===== config.mk =====
export PLATFORM = sky130hd
export DESIGN_NAME = xfer_seq
export DESIGN_NICKNAME = d
export VERILOG_FILES = /design/src/rtl/xfer_pkg.sv /design/src/rtl/xfer_target.sv /design/src/rtl/xfer_ctrl.sv /design/src/rtl/xfer_seq.sv
export SDC_FILE = /design/constraint.sdc
export NUM_CORES = 1
export LEC_CHECK = 0
export BUFFER_PORTS_ARGS = -buffer_cell sky130_fd_sc_hd__buf_2
export CORE_UTILIZATION = 50
export CTS_CLUSTER_DIAMETER = 150
export DETAILED_ROUTE_END_ITERATION = 10
export GPL_TIMING_DRIVEN = 0
export HOLD_SLACK_MARGIN = 0.1
export PLACE_DENSITY_LB_ADDON = 0.15
export SLEW_MARGIN = 20
export SYNTH_ARGS = -nofsm -noshare
export SYNTH_HDL_FRONTEND = slang
export SYNTH_SLANG_ARGS = --single-unit

===== constraint.sdc =====
create_clock -name clk -period 6.7 [get_ports clk]
set_clock_uncertainty 0.05 [all_clocks]
set_input_delay 1.34 -clock clk [delete_from_list [all_inputs] [get_ports clk]]
set_output_delay 1.34 -clock clk [all_outputs]
set_load 0.005 [all_outputs]

===== src/rtl/xfer_pkg.sv =====
package xfer_pkg;

  typedef enum logic [2:0] {
    OP_JREL = 3'd0,
    OP_JREG = 3'd1,
    OP_JMEM = 3'd2,
    OP_CREL = 3'd3,
    OP_CREG = 3'd4,
    OP_CMEM = 3'd5,
    OP_RET  = 3'd6,
    OP_IRET = 3'd7
  } xfer_op_e;

  typedef enum logic [1:0] {
    DSZ_BYTE  = 2'd0,
    DSZ_HALF  = 2'd1,
    DSZ_WORD  = 2'd2,
    DSZ_WORD2 = 2'd3
  } disp_sz_e;

  typedef enum logic [1:0] {
    ST_IDLE,
    ST_PUSH,
    ST_POP_IP,
    ST_POP_FL
  } seq_state_e;

  function automatic logic is_call(xfer_op_e op);
    return (op == OP_CREL) || (op == OP_CREG) || (op == OP_CMEM);
  endfunction

  function automatic logic is_jump(xfer_op_e op);
    return (op == OP_JREL) || (op == OP_JREG) || (op == OP_JMEM);
  endfunction

endpackage


===== src/rtl/xfer_target.sv =====
module xfer_target
  import xfer_pkg::*;
#(
  parameter int AW    = 32,
  parameter int LEN_W = 4
) (
  input  logic [2:0]       op_kind,
  input  logic [1:0]       disp_size,
  input  logic [AW-1:0]    disp,
  input  logic [AW-1:0]    reg_target,
  input  logic [AW-1:0]    mem_target,
  input  logic [LEN_W-1:0] insn_len,
  input  logic [AW-1:0]    ip,
  output logic [AW-1:0]    next_ip,
  output logic [AW-1:0]    target
);

  localparam int N_SZ = 3;

  logic [AW-1:0] ext [N_SZ];
  logic [AW-1:0] rel_disp;
  xfer_op_e      op;

  // one sign-extended candidate per displacement width: 8, 16, 32 bits
  for (genvar g = 0; g < N_SZ; g++) begin : g_ext
    localparam int SW = 8 << g;
    assign ext[g] = AW'($signed(disp[SW-1:0]));
  end

  always_comb begin
    unique case (disp_sz_e'(disp_size))
      DSZ_BYTE: rel_disp = ext[0];
      DSZ_HALF: rel_disp = ext[1];
      default:  rel_disp = ext[2];
    endcase
  end

  assign op      = xfer_op_e'(op_kind);
  assign next_ip = ip + AW'(insn_len);

  always_comb begin
    unique case (op)
      OP_JREL, OP_CREL: target = next_ip + rel_disp;
      OP_JREG, OP_CREG: target = reg_target;
      default:          target = mem_target;
    endcase
  end

endmodule


===== src/rtl/xfer_ctrl.sv =====
module xfer_ctrl
  import xfer_pkg::*;
#(
  parameter int          AW          = 32,
  parameter int          IMM_W       = 16,
  parameter logic [AW-1:0] RESET_IP    = 32'h0000_1000,
  parameter logic [AW-1:0] RESET_SP    = 32'h0000_0100,
  parameter logic [AW-1:0] RESET_FLAGS = 32'h0000_0002
) (
  input  logic             clk,
  input  logic             rst_n,
  input  logic             op_valid,
  output logic             op_ready,
  input  logic [2:0]       op_kind,
  input  logic [IMM_W-1:0] ret_pop,
  input  logic [AW-1:0]    next_ip,
  input  logic [AW-1:0]    target,
  output logic             stk_valid,
  input  logic             stk_ready,
  output logic             stk_write,
  output logic [AW-1:0]    stk_addr,
  output logic [AW-1:0]    stk_wdata,
  input  logic [AW-1:0]    stk_rdata,
  output logic [AW-1:0]    ip,
  output logic [AW-1:0]    sp,
  output logic [AW-1:0]    flags,
  output logic             done
);

  localparam logic [AW-1:0] WORD_B = AW'(AW / 8);

  seq_state_e       state_q;
  logic [AW-1:0]    ip_q, sp_q, flags_q;
  logic [AW-1:0]    ret_q, tgt_q;
  logic [IMM_W-1:0] pop_q;
  logic             iret_q;
  logic             done_q;
  logic             hs;
  xfer_op_e         op;

  assign op        = xfer_op_e'(op_kind);
  assign op_ready  = (state_q == ST_IDLE);
  assign stk_valid = (state_q != ST_IDLE);
  assign stk_write = (state_q == ST_PUSH);
  assign stk_addr  = (state_q == ST_PUSH) ? sp_q - WORD_B : sp_q;
  assign stk_wdata = ret_q;
  assign hs        = stk_valid && stk_ready;

  always_ff @(posedge clk or negedge rst_n) begin
    if (!rst_n) begin
      state_q <= ST_IDLE;
      ip_q    <= RESET_IP;
      sp_q    <= RESET_SP;
      flags_q <= RESET_FLAGS;
      ret_q   <= '0;
      tgt_q   <= '0;
      pop_q   <= '0;
      iret_q  <= 1'b0;
      done_q  <= 1'b0;
    end else begin
      done_q <= 1'b0;
      unique case (state_q)
        ST_IDLE: begin
          if (op_valid) begin
            if (is_jump(op)) begin
              ip_q   <= target;
              done_q <= 1'b1;
            end else if (is_call(op)) begin
              ret_q   <= next_ip;
              tgt_q   <= target;
              state_q <= ST_PUSH;
            end else begin
              iret_q  <= (op == OP_IRET);
              pop_q   <= (op == OP_IRET) ? '0 : ret_pop;
              state_q <= ST_POP_IP;
            end
          end
        end
        ST_PUSH: begin
          if (hs) begin
            sp_q    <= sp_q - WORD_B;
            ip_q    <= tgt_q;
            done_q  <= 1'b1;
            state_q <= ST_IDLE;
          end
        end
        ST_POP_IP: begin
          if (hs) begin
            ip_q <= stk_rdata;
            if (iret_q) begin
              sp_q    <= sp_q + WORD_B;
              state_q <= ST_POP_FL;
            end else begin
              sp_q    <= sp_q + WORD_B + AW'(pop_q);
              done_q  <= 1'b1;
              state_q <= ST_IDLE;
            end
          end
        end
        ST_POP_FL: begin
          if (hs) begin
            flags_q <= stk_rdata;
            sp_q    <= sp_q + WORD_B;
            done_q  <= 1'b1;
            state_q <= ST_IDLE;
          end
        end
        default: state_q <= ST_IDLE;
      endcase
    end
  end

  assign ip    = ip_q;
  assign sp    = sp_q;
  assign flags = flags_q;
  assign done  = done_q;

  // a stalled request holds its fields
  assert_req_hold_R8: assert property (@(posedge clk) disable iff (!rst_n)
    (stk_valid && !stk_ready) |=> (stk_valid && $stable(stk_addr) &&
                                   $stable(stk_write) && $stable(stk_wdata)));

  // architectural state frozen during a stall
  assert_state_freeze_R8: assert property (@(posedge clk) disable iff (!rst_n)
    (stk_valid && !stk_ready) |=> ($stable(ip_q) && $stable(sp_q) && $stable(flags_q)));

  // flags move only on a completed stack read
  assert_flags_only_pop_R7: assert property (@(posedge clk) disable iff (!rst_n)
    !(stk_valid && stk_ready && !stk_write) |=> $stable(flags_q));

  // jumps finish next cycle without stack traffic
  assert_jump_no_stack_R4: assert property (@(posedge clk) disable iff (!rst_n)
    (op_valid && op_ready && is_jump(op)) |=> (done && !stk_valid && $stable(sp_q)));

  // a completed push lowers sp by one word and signals done
  assert_push_step_R5: assert property (@(posedge clk) disable iff (!rst_n)
    (stk_valid && stk_ready && stk_write) |=> (done && sp_q == $past(sp_q) - WORD_B));

  // first pop loads the word read into ip
  assert_pop_ip_R6: assert property (@(posedge clk) disable iff (!rst_n)
    (hs && state_q == ST_POP_IP) |=> (ip_q == $past(stk_rdata)));

endmodule


===== src/rtl/xfer_seq.sv =====
module xfer_seq
  import xfer_pkg::*;
#(
  parameter int            AW          = 32,
  parameter int            LEN_W       = 4,
  parameter int            IMM_W       = 16,
  parameter logic [AW-1:0] RESET_IP    = 32'h0000_1000,
  parameter logic [AW-1:0] RESET_SP    = 32'h0000_0100,
  parameter logic [AW-1:0] RESET_FLAGS = 32'h0000_0002
) (
  input  logic             clk,
  input  logic             rst_n,
  input  logic             op_valid,
  output logic             op_ready,
  input  logic [2:0]       op_kind,
  input  logic [1:0]       disp_size,
  input  logic [AW-1:0]    disp,
  input  logic [AW-1:0]    reg_target,
  input  logic [AW-1:0]    mem_target,
  input  logic [LEN_W-1:0] insn_len,
  input  logic [IMM_W-1:0] ret_pop,
  output logic             stk_valid,
  input  logic             stk_ready,
  output logic             stk_write,
  output logic [AW-1:0]    stk_addr,
  output logic [AW-1:0]    stk_wdata,
  input  logic [AW-1:0]    stk_rdata,
  output logic [AW-1:0]    ip,
  output logic [AW-1:0]    sp,
  output logic [AW-1:0]    flags,
  output logic             done
);

  logic [AW-1:0] next_ip, target;

  xfer_target #(.AW(AW), .LEN_W(LEN_W)) u_target (
    .op_kind    (op_kind),
    .disp_size  (disp_size),
    .disp       (disp),
    .reg_target (reg_target),
    .mem_target (mem_target),
    .insn_len   (insn_len),
    .ip         (ip),
    .next_ip    (next_ip),
    .target     (target)
  );

  xfer_ctrl #(
    .AW(AW), .IMM_W(IMM_W),
    .RESET_IP(RESET_IP), .RESET_SP(RESET_SP), .RESET_FLAGS(RESET_FLAGS)
  ) u_ctrl (
    .clk       (clk),
    .rst_n     (rst_n),
    .op_valid  (op_valid),
    .op_ready  (op_ready),
    .op_kind   (op_kind),
    .ret_pop   (ret_pop),
    .next_ip   (next_ip),
    .target    (target),
    .stk_valid (stk_valid),
    .stk_ready (stk_ready),
    .stk_write (stk_write),
    .stk_addr  (stk_addr),
    .stk_wdata (stk_wdata),
    .stk_rdata (stk_rdata),
    .ip        (ip),
    .sp        (sp),
    .flags     (flags),
    .done      (done)
  );

endmodule


Word-level counts from Yosys, hierarchy flattened
Index checks and enable logic that the tools add are counted.
W data, S select, Z words.
{"block": "word_totals", "out_inout_bits": 164, "in_bits": 157, "register_bits": 180, "word_cells": 80}
{"block": "classes", "add_sub_neg": 5, "n_eq_ne": 17, "n_reduce_logical": 20, "bitwise": 2, "mux": 27}
{"cell": "$mux W32", "count": 9}
{"cell": "$pmux W32 S3", "count": 2}
{"cell": "$pmux W32 S2", "count": 2}
{"cell": "$add A32 B16 Y32", "count": 1}
{"cell": "$add A32 B3 Y32 const B", "count": 1}
{"cell": "$add A32 B32 Y32", "count": 1}
{"cell": "$add A32 B4 Y32", "count": 1}
{"cell": "$sub A32 B3 Y32 const B", "count": 1}
{"cell": "$mux W16", "count": 1}
{"cell": "$reduce_and A4 Y1", "count": 4}
{"cell": "$mux W2", "count": 6}
{"cell": "$ne A2 B1 Y1 const B", "count": 5}
{"cell": "$eq A3 B3 Y1 const B", "count": 3}
{"cell": "$eq A3 B2 Y1 const B", "count": 2}
{"cell": "$pmux W2 S3", "count": 1}
{"cell": "$reduce_bool A3 Y1", "count": 2}
{"cell": "$reduce_or A2 Y1", "count": 3}
{"cell": "$mux W1", "count": 5}
{"cell": "$reduce_and A5 Y1", "count": 1}
{"cell": "$eq A2 B1 Y1 const B", "count": 2}
{"cell": "$eq A2 B2 Y1 const B", "count": 2}
{"cell": "$logic_not A2 Y1", "count": 2}
{"cell": "$logic_or A1 B1 Y1", "count": 4}
{"cell": "$ne A2 B2 Y1 const B", "count": 2}
{"cell": "other kinds (7)", "count": 8}

Depth between registers and ports, before layout
{"block": "logic_depth", "word_depth": 7, "ltp_mapped": 20, "ltp_nobuf": 20}

Hierarchy
Synthesis repeated with hierarchy kept, for this count alone.
{"block": "hier_totals", "hier_cells": 1735, "hier_area_um2": 14398.8}
{"mod": "xfer_ctrl", "area_each_um2": 10854.2, "cells_per_inst": 1170, "instances": 1, "seq_area_each_um2": 4508.1}
{"mod": "xfer_target", "area_each_um2": 3544.6, "cells_per_inst": 565, "instances": 1, "seq_area_each_um2": 0.0}

Least setup slack after synthesis
OpenSTA, ideal clock, no wires.
{"block": "synth_path", "path_type": "input to register", "startpoint": "in insn_len[0]", "endpoint": "reg u_ctrl.ip_q[30], in the netlist u_ctrl.ip[30]", "setup_slack_ns": 1.447, "cell_stages": 20, "setup_ns": 0.150, "required_time_ns": 6.500, "path_buffers": 1, "t_arrival_ns": 5.053, "path_cell_list": "ha_1 -> inv_1 -> fa_1 -> nor2b_1 -> o21ai_0 -> nand2b_1 -> and2_0 -> and4_1 -> xor2_1 -> ha_1 -> clkbuf_1 -> a21oi_1 -> o21a_1 -> o21ai_1 -> or4_1 -> and2_1 -> a311oi_1 -> xnor2_1 -> o2111ai_1 -> o311ai_0"}
{"block": "synth_via", "elab_chain_len": 6}
{"item": "start: declaration", "line": "xfer_seq.sv:20", "text": "input logic [LEN_W-1:0] insn_len,"}
{"item": "$add A32 B4 Y32", "line": "xfer_target.sv:39", "text": "assign next_ip = ip + AW'(insn_len);"}
{"item": "net next_ip[14]", "line": "xfer_seq.sv:34", "text": "logic [AW-1:0] next_ip, target;"}
{"item": "$add A32 B32 Y32", "line": "xfer_target.sv:43", "text": "OP_JREL, OP_CREL: target = next_ip + rel_disp;"}
{"item": "$pmux W32 S2", "line": "xfer_target.sv:42", "text": "unique case (op)"}
{"item": "$mux W32", "line": "xfer_ctrl.sv:65", "text": "if (is_jump(op)) begin"}
{"item": "$mux W32", "line": "xfer_ctrl.sv:64", "text": "if (op_valid) begin"}
{"item": "$pmux W32 S3", "line": "xfer_ctrl.sv:62", "text": "unique case (state_q)"}
{"item": "end signal: assignment", "line": "xfer_ctrl.sv:66", "text": "ip_q <= target;"}
{"item": "end signal: assignment", "line": "xfer_ctrl.sv:82", "text": "ip_q <= tgt_q;"}
{"item": "end signal: assignment", "line": "xfer_ctrl.sv:89", "text": "ip_q <= stk_rdata;"}
{"item": "end: declaration", "line": "xfer_ctrl.sv:33", "text": "logic [AW-1:0] ip_q, sp_q, flags_q;"}
The timed path passes the listed nets, and every way through them passes these cells. The select of a mux whose other input is x is not followed.
A chain may end at the register's enable or synchronous reset.

Worst setup path after layout
{"block": "layout_path", "startpoint": "in insn_len[3]", "endpoint": "reg u_ctrl.tgt_q[24]"}
{"block": "layout_via", "elab_chain_len": 3}
{"item": "$add A32 B4 Y32", "line": "xfer_target.sv:39"}
{"item": "net next_ip[15]", "line": "xfer_seq.sv:34"}
{"item": "$add A32 B32 Y32", "line": "xfer_target.sv:43"}
{"item": "$pmux W32 S2", "line": "xfer_target.sv:42"}
{"item": "end signal: assignment", "line": "xfer_ctrl.sv:70", "text": "tgt_q <= target;"}
{"item": "end: declaration", "line": "xfer_ctrl.sv:34", "text": "logic [AW-1:0] ret_q, tgt_q;"}
The timed path passes the listed nets, and every way through them passes these cells.

==> flow_summary.yaml <==
status:
  status: "finished clean"
clock_network:
  cts.repair.resized: 0
  clock_sinks: 180
  holdBufCountCts: 0
  post_cts_buffers: 0
  clk_path_buf_depth: 2
  clockRootBuffer: "clkbuf_16"
  cts_tree: "yes"
  worstSkewPairLatency_ns: 0.45
  clk_pin_slew_ns: 0.08
  htreeDepth: 4
  cts_buffers: 17
timing:
  fin_crit_ns: 5.823
  finalSetupTns_ns: 0
  max-slew-margin-rel_pct: 31.62
  tightest_slew_ns: 1.020
  setup_viol: 0
  rsz0062_at_grt: "no"
  finalHoldViolations: 0
  drv_slew: 0
  max_clock_freq_mhz: 171.7
  fin_crit_sh_pct: 86.91
layout:
  fillers: 2561
  num-nets-final: 2323
  drive_gt1_share_pct: 20.07
  syn_to_final_growth_pct: 19.34
grt:
  grt_max_degree: 97
  grt_antenna_before_repair: 2
  gr-total-overflow: 0
  grt_pass1_vias: 14638
  track_usage_pct: 37.88
  grt_pass1_wl_um: 83270
worst_setup_path:
  ff2ff_path_depth: 19
  cp.arrival_ns: 6.09
  worst_setup_path_start_kind: "input port"
  cp_max_fo: 8
  cp.required_ns: 6.96
  timing.rr.end: "u_ctrl.tgt_q[24]"
  worstReg2RegStart: "u_ctrl.ip[2]"
  end_kind: "register"
  reg2reg_slack_ns: 1.39
  criticalPathCategory: "input port to register"
min_path:
  hp-class: "register to register"
  hp-start: "u_ctrl.stk_wdata[22]"
  whs_path_depth: 2
  min_delay_worst_endpoint: "u_ctrl.stk_wdata[22]"
route:
  drtIter0Drc: 1792
  drt-wirelength-per-cell_um: 21.88
  num_vias: 15323
  drt_pass1_iterations: 8
  ant_nets: 0
  wl_um: 54510
  viasPerCell: 6.151
  drc: 0
floorplanning:
  fp.dieW_um: 169.6
  row_count: 60
  fp.dieH_um: 169.6
  io_pins: 321
  initial_core_util_pct: 51.55
  core_area_um2: 27250
  die-area_um2: 28770
synthesis:
  synth_edf_count: 0
  synthCells: 1767
  synth_top_area_share_pct: 31.53
  yosys-top-cells-area: "dfrtp_1, nand2_1, xnor2_1"
  synth_flop_cell: "dfrtp_1"
  yosys_warnings: 0
  netlist_top_cells_count: "nand2_1, dfrtp_1, nor2_1"
  syn_nets: 1985
  synth-seq-cells: 180
  synth_top_area_cell: "dfrtp_1"
  synth_area_um2: 14050
  synthMostInstantiatedCell: "nand2_1"
  syn_area_per_cell_um2: 7.950
  ys_types: 78
  synth_seq_area_share_pct: 32.09
  synthArstFlopShare_pct: 100.0
power:
  p_leak_nw: 7.620
  ir_worst_vdd_v: 0.0003136
  p_total_mw: 8.093
  power_density_nw_per_um2: 482.8
placed_design:
  portBuffers: 318
  gp_congestion: 1.014
  dp_hpwl_um: 42670
flow_run:
  cap_violations: 0
-- through the flow --
stage                     cell area [um^2]  std cells  setup WS [ns]  hold WS [ns]  util, %
after CTS                            16760       2490          1.070        0.4336    61.51
after detailed placement             16150       2458         0.6509        0.4068    59.26
after global routing                 16760       2491         0.6866        0.4633    61.52
after global placement               16100       2457         0.6764        0.4073    59.10
after floorplan                      14050       1767          1.447        0.3963        -
final                                16760       2491         0.8768        0.4307    61.52
-- state kept, by name (all words and copies together) (netlist names) --
signal,cells
u_ctrl.tgt_q,32
u_ctrl.flags,32
u_ctrl.stk_wdata,32
u_ctrl.state_q,2
u_ctrl.sp,32
u_ctrl.done,1
u_ctrl.iret_q,1
u_ctrl.pop_q,16
u_ctrl.ip,32
-- worst max-delay path by stage --
| stage | end | cells after the start | startpoint | slack, ns |
|---|---|---|---|---|
| after detailed placement | u_ctrl.ip[30] | 21 | insn_len[0] | 0.65 |
| after global placement | u_ctrl.ip[30] | 20 | insn_len[1] | 0.68 |
| after CTS | u_ctrl.tgt_q[24] | 20 | insn_len[3] | 1.07 |
| after floorplan | u_ctrl.ip[30] | 20 | insn_len[0] | 1.45 |
| after global routing | u_ctrl.ip[30] | 21 | insn_len[0] | 0.69 |
| final | u_ctrl.tgt_q[24] | 20 | insn_len[3] | 0.88 |
-- routing by layer --
layer	up-vias	share of wire [%]	global-route usage, %
li1	7053	-	-
met3	141	8.3	5.993
met1	7247	41	48.93
met4	2	4.0	16.65
met5	-	0.020	0
met2	880	47	62.56
-- area by class of cell --
type,count,area [um^2],area share (%)
antenna,1,2.502,0.01493
sequential,180,4508,26.89
buffer,128,504.2,3.008
clock inverter,13,160.2,0.9554
multi-input combinational,1406,8842,52.75
inverter,53,198.9,1.187
clock buffer,19,452.9,2.702
tap,372,465.4,2.777
timing repair buffer,319,1629,9.718
-- power breakdown --
part	switching (mW)	internal, mW	leakage, nW
clock network	0.529	0.553	0.293
logic	3.02	1.92	5.11
registers	0.485	1.59	2.22
total	4.03	4.06	7.62
-- placed cells by master, fill, tap and decap left out, drive strengths merged, types with 9 or more instances in the layout --
cell and instances:
nor4 18, a211oi 14, nand3 43, o21a 9
and4 10, o221ai 12, buf 340, a22oi 22
o22ai 29, nand2 259, and3 19, nand2b 11
ha 58, inv 59, nand4 21, a221oi 22
a22o 12, a21oi 135, xor2 37, a31oi 25
o21ai 139, or4 9, nor3 41, nor2 152
clkbuf 126, a21o 25, o211ai 12, dfrtp 177
xnor2 101, nor2b 11, mux2 42
-- worst max-delay path: stages --
cell	delay (ns)
buf_2	0.10
ha_1	0.33
nand2_1	0.07
o21ai_0	0.64
nand2b_1	0.23
or2_2	0.36
inv_1	0.10
nand2_1	0.08
xnor2_1	0.15
ha_1	0.29
clkbuf_1	0.29
nand4_1	0.18
nor2_1	0.28
nand2_1	0.13
and3_1	0.20
a211oi_1	0.37
a31oi_1	0.17
xnor2_1	0.17
a222oi_1	0.48
o21ai_0	0.15
-- logic make-up (layout without fill, tap and decap cells) --
kind of cell	after synthesis	in the layout	share of synthesized area (%)
adders and majority gates	61	61	5.594
other	0	1	0
muxes	49	49	3.866
buffers and inverters	181	532	5.006
xor gates and xnor gates	139	139	8.765
AOI/OAI and AO/OA	527	527	23.93
and+or+nand+nor	630	630	20.74
DFF	180	180	32.09
Note: power is estimated with default switching activity, not from simulation.
